$ cat config.mk
export PLATFORM = sky130hd
export DESIGN_NAME = sdram_boot_seq
export DESIGN_NICKNAME = d
export VERILOG_FILES = /design/src/rtl/sdram_boot_pkg.sv /design/src/rtl/sdram_boot_mode.sv /design/src/rtl/sdram_boot_timer.sv /design/src/rtl/sdram_boot_seq.sv
export SDC_FILE = /design/constraint.sdc
export NUM_CORES = 1
export LEC_CHECK = 0
export BUFFER_PORTS_ARGS = -buffer_cell sky130_fd_sc_hd__buf_2
export CAP_MARGIN = 20
export CORE_ASPECT_RATIO = 0.6
export CORE_MARGIN = 2
export CORE_UTILIZATION = 48
export DETAILED_ROUTE_END_ITERATION = 10
export HOLD_SLACK_MARGIN = 0.1
export PLACE_DENSITY_LB_ADDON = 0.3
export SLEW_MARGIN = 40
export SYNTH_ARGS = -nofsm -noshare
export SYNTH_HDL_FRONTEND = slang
export SYNTH_SLANG_ARGS = --single-unit
$ cat constraint.sdc
create_clock -name clk -period 2.4 [get_ports clk]
set_clock_uncertainty 0.05 [all_clocks]
set_input_delay 0 -clock clk [delete_from_list [all_inputs] [get_ports clk]]
set_output_delay 0 -clock clk [all_outputs]
set_load 0.05 [all_outputs]
$ cat src/rtl/sdram_boot_pkg.sv
package sdram_boot_pkg;

    // Two-bit command codes carried in the low bits of the command word
    typedef enum logic [1:0] {
        CMD_NOP        = 2'b00,
        CMD_PRECHARGE  = 2'b01,
        CMD_REFRESH    = 2'b10,
        CMD_MODE_SET   = 2'b11
    } sdram_cmd_e;

    typedef enum logic [1:0] {
        ST_KICK   = 2'b00,  // issue the opening no-op
        ST_SETTLE = 2'b01,  // long power-up wait
        ST_SPACE  = 2'b10,  // short gap between sequence commands
        ST_READY  = 2'b11   // sequence complete
    } seq_state_e;

    // Convert a time in ns to a cycle count at clk_khz, rounding up, minimum 1
    function automatic int ns_to_cycles(input int ns, input int clk_khz);
        longint prod;
        longint cyc;
        prod = longint'(ns) * longint'(clk_khz);
        cyc  = (prod + 64'd999999) / 64'd1000000;
        return (cyc < 1) ? 1 : int'(cyc);
    endfunction

endpackage

$ cat src/rtl/sdram_boot_mode.sv
module sdram_boot_mode #(
    parameter int                MODE_W    = 8,
    parameter int                CL_W      = 3,
    parameter logic [MODE_W-1:0] CL2_BASE  = MODE_W'(8'h40),
    parameter logic [MODE_W-1:0] CL3_BASE  = MODE_W'(8'h60)
) (
    input  logic [CL_W-1:0]   cas_latency,
    input  logic              bus16,
    input  logic [MODE_W-1:0] override,
    output logic [MODE_W-1:0] mode_data
);

    logic [MODE_W-1:0] base;
    logic [MODE_W-1:0] sized;

    always_comb begin
        base  = (cas_latency == CL_W'(2)) ? CL2_BASE : CL3_BASE;
        // a half-width bus halves the payload
        sized = bus16 ? (base >> 1) : base;
        mode_data = (override != '0) ? override : sized;
    end

endmodule

$ cat src/rtl/sdram_boot_timer.sv
module sdram_boot_timer #(
    parameter int CNT_W = 16
) (
    input  logic             clk,
    input  logic             rst,
    input  logic             load,
    input  logic [CNT_W-1:0] load_val,
    output logic             expired
);

    logic [CNT_W-1:0] cnt_d, cnt_q;

    always_comb begin
        cnt_d = cnt_q;
        if (load) begin
            cnt_d = load_val;
        end else if (cnt_q != '0) begin
            cnt_d = cnt_q - CNT_W'(1);
        end
    end

    always_ff @(posedge clk) begin
        if (rst) begin
            cnt_q <= '0;
        end else begin
            cnt_q <= cnt_d;
        end
    end

    assign expired = (cnt_q == '0);

endmodule

$ cat src/rtl/sdram_boot_seq.sv
module sdram_boot_seq
    import sdram_boot_pkg::*;
#(
    parameter int CLK_KHZ       = 200000,
    parameter int POWERUP_NS    = 200000,
    parameter int GAP_NS        = 80,
    parameter int REFRESH_COUNT = 8,
    parameter int CFG_W         = 32,
    parameter int MODE_W        = 8,
    parameter int CL_W          = 3,
    parameter int REF_LSB       = 6
) (
    input  logic                clk,
    input  logic                rst,
    input  logic [CFG_W-1:0]    cfg_timing,
    input  logic                cfg_bus16,
    input  logic [MODE_W-1:0]   cfg_mode_override,
    output logic [MODE_W+1:0]   cmd_o,
    output logic                cmd_valid_o,
    output logic [CFG_W-1:0]    timing_o,
    output logic                done_o,
    output logic                refresh_en_o
);

    localparam int WAIT_CYC  = ns_to_cycles(POWERUP_NS, CLK_KHZ);
    localparam int GAP_CYC   = ns_to_cycles(GAP_NS, CLK_KHZ);
    localparam int LONGEST   = (WAIT_CYC > GAP_CYC) ? WAIT_CYC : GAP_CYC;
    localparam int MIN_SPACE = (WAIT_CYC < GAP_CYC) ? WAIT_CYC : GAP_CYC;
    localparam int CNT_W     = $clog2(LONGEST + 1);
    localparam int STEPS     = REFRESH_COUNT + 2;   // precharge + refreshes + mode set
    localparam int IDX_W     = $clog2(STEPS + 1);
    localparam int CMD_W     = MODE_W + 2;
    localparam logic [CFG_W-1:0] REF_MASK = CFG_W'(2'b11) << REF_LSB;

    typedef struct packed {
        seq_state_e        state;
        logic [IDX_W-1:0]  idx;
        logic [CMD_W-1:0]  cmd;
        logic              valid;
        logic              done;
    } ctl_t;

    ctl_t ctl_d, ctl_q;

    logic [MODE_W-1:0] mode_data;
    logic [CMD_W-1:0]  step_word;
    logic              tmr_load;
    logic [CNT_W-1:0]  tmr_val;
    logic              tmr_expired;

    sdram_boot_mode #(
        .MODE_W (MODE_W),
        .CL_W   (CL_W)
    ) u_mode (
        .cas_latency (cfg_timing[CL_W-1:0]),
        .bus16       (cfg_bus16),
        .override    (cfg_mode_override),
        .mode_data   (mode_data)
    );

    sdram_boot_timer #(
        .CNT_W (CNT_W)
    ) u_timer (
        .clk      (clk),
        .rst      (rst),
        .load     (tmr_load),
        .load_val (tmr_val),
        .expired  (tmr_expired)
    );

    // Command word for the post-wait step selected by the index
    always_comb begin
        if (ctl_q.idx == '0) begin
            step_word = {MODE_W'(0), CMD_PRECHARGE};
        end else if (ctl_q.idx == IDX_W'(STEPS - 1)) begin
            step_word = {mode_data, CMD_MODE_SET};
        end else begin
            step_word = {MODE_W'(0), CMD_REFRESH};
        end
    end

    always_comb begin
        ctl_d       = ctl_q;
        ctl_d.cmd   = '0;
        ctl_d.valid = 1'b0;
        tmr_load    = 1'b0;
        tmr_val     = '0;
        case (ctl_q.state)
            ST_KICK: begin
                ctl_d.cmd   = {MODE_W'(0), CMD_NOP};
                ctl_d.valid = 1'b1;
                ctl_d.idx   = '0;
                ctl_d.state = ST_SETTLE;
                tmr_load    = 1'b1;
                tmr_val     = CNT_W'(WAIT_CYC - 1);
            end
            ST_SETTLE, ST_SPACE: begin
                if (tmr_expired) begin
                    if (ctl_q.idx == IDX_W'(STEPS)) begin
                        ctl_d.state = ST_READY;
                        ctl_d.done  = 1'b1;
                    end else begin
                        ctl_d.cmd   = step_word;
                        ctl_d.valid = 1'b1;
                        ctl_d.idx   = ctl_q.idx + IDX_W'(1);
                        ctl_d.state = ST_SPACE;
                        tmr_load    = 1'b1;
                        tmr_val     = CNT_W'(GAP_CYC - 1);
                    end
                end
            end
            default: begin
                ctl_d.done = 1'b1;
            end
        endcase
    end

    always_ff @(posedge clk) begin
        if (rst) begin
            ctl_q <= '{state: ST_KICK, idx: '0, cmd: '0, valid: 1'b0, done: 1'b0};
        end else begin
            ctl_q <= ctl_d;
        end
    end

    assign cmd_o        = ctl_q.cmd;
    assign cmd_valid_o  = ctl_q.valid;
    assign done_o       = ctl_q.done;
    assign timing_o     = ctl_q.done ? cfg_timing : (cfg_timing & ~REF_MASK);
    assign refresh_en_o = ctl_q.done && (cfg_timing[REF_LSB +: 2] != 2'b00);

endmodule

# ---- Word level (Yosys, flattened, before mapping)
# Cells that the tools add are included.
dict set report op_classes {
  n_addsub 2
  n_eq_ne 8
  mux 20
  n_bitwise 1
  reduce_logical 13
}
# operator count
set op_table {}
lappend op_table {{$pmux 17 s2} 1}
lappend op_table {{$mux 16} 2}
lappend op_table {{$pmux 16 s2} 1}
lappend op_table {{$mux 8} 3}
lappend op_table {{$mux 10} 2}
lappend op_table {{$mux 18} 1}
lappend op_table {{$logic_not 16->1} 1}
lappend op_table {{$reduce_bool 16->1} 1}
lappend op_table {{$sub 16x1->16 const B} 1}
lappend op_table {{$mux 15} 1}
lappend op_table {{$eq 4x4->1 const B} 2}
lappend op_table {{$mux 4} 2}
lappend op_table {{$reduce_bool 8->1} 1}
lappend op_table {{$mux 6} 1}
lappend op_table {{$ne 2x2->1 const B} 3}
lappend op_table {{$reduce_and 3->1} 2}
lappend op_table {{$reduce_bool 2->1} 3}
lappend op_table {{$add 4x1->4 const B} 1}
lappend op_table {{$logic_not 4->1} 1}
lappend op_table {{$mux 1} 4}
lappend op_table {{$pmux 1 s2} 2}
lappend op_table {{$eq 3x2->1 const B} 1}
lappend op_table {{$eq 2x1->1 const B} 1}
lappend op_table {{$eq 2x2->1 const B} 1}
lappend op_table {{other kinds (5)} 5}
dict set report word_totals {
  register_bits 34
  inputBits 43
  out_inout_bits 45
  wordCells 50
}

# ---- Depth between registers and ports, before layout
dict set report logic_depth {
  word_depth 9
  mapped_depth 7
  mapped_depth_nobuf 6
}

# ---- Cells and area by module
# Synthesis repeated with hierarchy kept, for this count alone.
dict set report hier_totals {
  cells_unflattened 252
  hier_area_um2 2120.8
}
# module instances cells_each area_each_um2 seq_area_each_um2
set modules_own_cells {}
lappend modules_own_cells {sdram_boot_seq 1 120 1046.0 360.3}
lappend modules_own_cells {sdram_boot_timer 1 116 964.7 320.3}
lappend modules_own_cells {sdram_boot_mode 1 16 110.1 0.0}

# ---- Worst setup path before layout
# OpenSTA, ideal clock, no wires.
dict set report synth_path {
  path_type {register to register}
  start {register u_timer.cnt_q[0]}
  end {register ctl_q, in the netlist done_o}
  setup_time_ns 0.070
  arrival_time_ns 1.727
  t_required_ns 2.280
  setup_slack_ns 0.552
  stages_incl_launch_ff 7
  path_buffers 1
  synth_period_minus_slack_ns 1.848
  cell_sequence {dfxtp_1 > inv_1 > ha_1 > or4b_1 > buf_6 > or4_1 > a21oi_1}
}
dict set report synth_between {
  elab_chain_cells 3
}
# item line_no
set synth_rtl {}
lappend synth_rtl {{start, declared} sdram_boot_timer.sv:11} ;# logic [CNT_W-1:0] cnt_d, cnt_q;
lappend synth_rtl {{start signal, assigned} sdram_boot_timer.sv:26} ;# cnt_q <= cnt_d;
lappend synth_rtl {{$logic_not 16->1} sdram_boot_timer.sv:30} ;# assign expired = (cnt_q == '0);
lappend synth_rtl {{$ne 2x2->1 (no line)} -}
lappend synth_rtl {{$reduce_and 3->1 (no line)} -}
lappend synth_rtl {{end signal, assigned} sdram_boot_seq.sv:120} ;# ctl_q <= '{state: ST_KICK, idx: '0, cmd: '0, valid: 1'b0, done: 1'b0};
lappend synth_rtl {{end signal, assigned} sdram_boot_seq.sv:122} ;# ctl_q <= ctl_d;
lappend synth_rtl {{end, declared} sdram_boot_seq.sv:43} ;# ctl_t ctl_d, ctl_q;
# No other way between the ends.
# A chain may end at the register's enable or synchronous reset.

# ---- Final worst setup path
dict set report layout_path {
  start {register u_timer.cnt_q[0]}
  end {register u_timer.cnt_q[0]}
}
dict set report layout_between {
  elab_chain_cells 4
  word_cells_on_any_way 10
}
# item
set layout_rtl {}
lappend layout_rtl {{branches (longest 4 deep; another with $sub 16x1->16)}}
# Several ways; the timed one is not identified. The select of a mux whose other input is x is not followed.

==> summary.txt <==
Critical path
  • Launch point of the worst reg-to-reg path: u_timer.cnt_q[0]
  • Depth of the most critical reg-to-reg path: 6
  • Slack of the worst reg-to-reg path: around 0.19 ns
  • Critical path launch point type: flop
  • Reg2reg end: u_timer.cnt_q[0]
  • Type of the worst setup path: flop to flop
  • Required time of the critical path: around 2.5 ns
  • Worst setup EP type: flop
  • Critical path data arrival time: 2.36 ns
  • Maximum fanout encountered on the critical timing path: 10

Worst hold path
  • Kind of path behind the tightest hold check: primary input to output port
  • Startpoint of the worst hold path: cfg_timing[1]
  • Worst Hold Endpoint: timing_o[1]
  • Count of cells along the worst hold path: 2

Cells and area
  • Ant. Diodes: 0
  • Finished layout cell area: 2567 um^2
  • Growth of design area from synthesis to finish: 19.86%
  • Final-layout fill cell count: 362
  • Share of layout cells above drive strength 1: about 22%
  • Post-route insts no fill: 340
  • Fin util: 61.29%
  • Final layout net count: 326

Placement
  • Count of buffers inserted at the top-level ports: 33
  • Dpl cell area: around 2000 um^2
  • Placed cell count: ~290
  • Detailed placement HPWL: 3168 um
  • Final weighted congestion in routability-driven placement: 0.8140

STA
  • Slew @ Worst Pin: 0.6093 ns
  • Setup repair after global routing missed its margin: false
  • Relative slew margins: around three fifths
  • Final Hold Viols: 0
  • Final setup violation count: 0
  • Period utilization: 92.26%
  • Max-slew violation count: 0
  • Time the final worst path needs with I/O delays and setup: 2.214 ns
  • Max Clock Freq: 451.6 MHz
  • Setup tns final: 0 ns

Logic synthesis
  • Total standard cell area after synthesis: 2142 um^2
  • Syn_area_per_cell: between 8 and 9 um^2
  • Portion of the post-synthesis area used by sequential elements: between 30% and 40%
  • Synthesized flop and latch total: 34
  • Asr flop ratio synth: 0%
  • Cell with the most instances after synthesis: sky130_fd_sc_hd__buf_4
  • Commonest cells post-synth: sky130_fd_sc_hd__buf_4, sky130_fd_sc_hd__dfxtp_1, sky130_fd_sc_hd__nor2_1, sky130_fd_sc_hd__a21oi_1, sky130_fd_sc_hd__nand2_1
  • Top_reg_cell synth: sky130_fd_sc_hd__dfxtp_1
  • Cell taking the most area after synthesis: sky130_fd_sc_hd__dfxtp_1
  • Number of flops mapped to enable cells by yosys: 0
  • Top post-synthesis cells by area: sky130_fd_sc_hd__dfxtp_1, sky130_fd_sc_hd__buf_4, sky130_fd_sc_hd__a21oi_1
  • Syn. warnings: 0
  • Count of unique library cells instantiated by Yosys: 54
  • Gate count of the mapped netlist: 246
  • Synth Net Count: roughly 300
  • Portion of synthesized cell area occupied by the leading cell type: 31.78%

Run
  • Maximum Capacitance Violations: 0

Detailed routing
  • Overall via count from detail_route: 1844
  • Routed wire length per instance: 14.89 um
  • Post-detailed-routing wire length: 5064 um
  • Drt drc: 0
  • Drt first-iter violations: 108
  • Number of routed nets with antenna violations: 0
  • Pre-Repair DR Iteration Count: 4
  • Vias per cell: 5.424

Clock tree
  • H-tree levels: 2
  • Hold-fix buffer count after cts: 39
  • TritonCTS Sinks: 34
  • Post-cts resize count: 0
  • Worst-Skew Late Latency: 0.29 ns
  • Number of buffers created by CTS: 5
  • Clock-pin transition on the worst setup and hold timing paths: 0.07 ns
  • Clock tree from TritonCTS: built
  • Count of buffers added by post-CTS timing repair for setup: 0
  • Library cell used as clock root buffer: sky130_fd_sc_hd__clkbuf_8
  • Maximum buffer depth of the clock tree: 2

Power
  • Leakage power summed over all cells: 1.024 nW
  • Power density normalized to cell area: 665.0 nW/um^2
  • Peak supply drop: about 370 uV

GRT
  • Pin count of the biggest net entering global routing: 19
  • Layer with the highest usage after global routing: met2
  • Wire length of the first global-routing pass: between 8000 and 9000 um
  • Met2 usage in global routing: just under 30%
  • Remaining Overflow, GRT: 0
  • Number of global-route vias before repair: 1594
  • GR Layer Usage met3: 4.878%
  • Met1 Track Usage GR: 28.32%
  • GRT Total Usage: approximately 20%
  • Initial antenna violation count: 0

Die
  • Core outline area: 4189 um^2
  • Site row count: 18
  • Die Outline Area: 5030 um^2
  • Number of ports placed on the die boundary: 88
  • Die boundary height: between 50 and 60 um
  • Initial Utilization: around half
  • Die X: 90.24 um

Outcome
  • Status: finished clean
==> metal layers <==
| layer | share of wire [%] | wire (um) |
|---|---|---|
| met1 | 49 | 2478 |
| met2 | 44 | 2233 |
| met3 | 5.8 | 295 |
| met4 | 1.1 | 57 |
| met5 | 0 | 0 |
==> through the flow <==
stage / setup WS, ns / power, W / hold slack, ns
after floorplan: 0.5525 / 0.0009866 / 0.06743
after global placement: 0.3082 / 0.0009319 / -0.04966
after detailed placement: 0.2159 / 0.0009333 / -0.04966
after CTS: 0.1934 / 0.001705 / 0.2506
after global routing: 0.05148 / 0.001775 / 0.2554
final: 0.1857 / 0.001707 / 0.2516
==> state kept, by name (all words and copies together), names as in the netlist <==
| name | count |
|---|---|
| cmd_o | 10 |
| ctl_q | 6 |
| cmd_valid_o | 1 |
| u_timer.cnt_q | 16 |
| done_o | 1 |
==> critical path, cell delays in order, from the launching register on <==
cell	delay (ns)
sky130_fd_sc_hd__dfxtp_1	0.35
sky130_fd_sc_hd__inv_1	0.11
sky130_fd_sc_hd__ha_1	0.19
sky130_fd_sc_hd__or4b_1	0.70
sky130_fd_sc_hd__nor4b_4	0.45
sky130_fd_sc_hd__a21boi_0	0.18
sky130_fd_sc_hd__o31ai_1	0.10
==> how the worst max path moves through the flow <==
stage	start	endpoint	slack [ns]	depth (start not counted)
3_5_place_dp	u_timer.cnt_q[0]	u_timer.cnt_q[0]	0.22	6
6_report	u_timer.cnt_q[0]	u_timer.cnt_q[0]	0.19	6
4_1_cts	u_timer.cnt_q[0]	u_timer.cnt_q[0]	0.19	6
5_1_grt	u_timer.cnt_q[7]	done_o	0.05	4
2_1_floorplan	u_timer.cnt_q[0]	done_o	0.55	6
3_3_place_gp	u_timer.cnt_q[0]	u_timer.cnt_q[0]	0.31	6
==> cells in the final DEF (no fill, tap or decap), drive strengths merged, types with 7 or more instances in the layout <==
| cell | n |
|---|---|
| nand2 | 12 |
| nor2 | 17 |
| inv | 11 |
| nand3 | 8 |
| a21oi | 14 |
| dfxtp | 34 |
| and2 | 8 |
| buf | 37 |
| or4 | 8 |
| o21ai | 9 |
| nor3 | 7 |
| dlygate4sd3 | 39 |
==> area by class of cell <==
| type | count | area [um^2] | share of cell area [%] |
|---|---|---|---|
| Tap cell | 60 | 75.07 | 2.924 |
| Inverter | 11 | 41.29 | 1.608 |
| Clock buffer | 5 | 68.82 | 2.680 |
| Multi-Input combinational cell | 151 | 1047 | 40.79 |
| Timing Repair Buffer | 76 | 585.6 | 22.81 |
| Clock inverter | 3 | 68.82 | 2.680 |
| Sequential cell | 34 | 680.7 | 26.51 |
==> cells by family (layout without fill, tap and decap cells) <==
| group | count (synthesis) | after routing | synth area share [%] |
|---|---|---|---|
| flip-flops | 34 | 34 | 31.78 |
| AND/OR/NAND/NOR | 94 | 94 | 28.39 |
| XOR/XNOR | 3 | 3 | 1.227 |
| buffers and inverters | 61 | 95 | 19.33 |
| multiplexers | 1 | 1 | 0.4673 |
| adder cells (fa/ha/maj) | 4 | 4 | 2.337 |
| AO/OA/AOI/OAI | 49 | 49 | 16.47 |
==> report_power, final <==
group | switching [W] | internal (W) | total (W) | leakage [nW]
Combinational | 0.000288 | 0.000151 | 0.000439 | 0.677
Clock | 0.000224 | 0.000416 | 0.000640 | 0.0683
Sequential | 0.0000347 | 0.000594 | 0.000628 | 0.278
(Power assumes the default switching activity.)
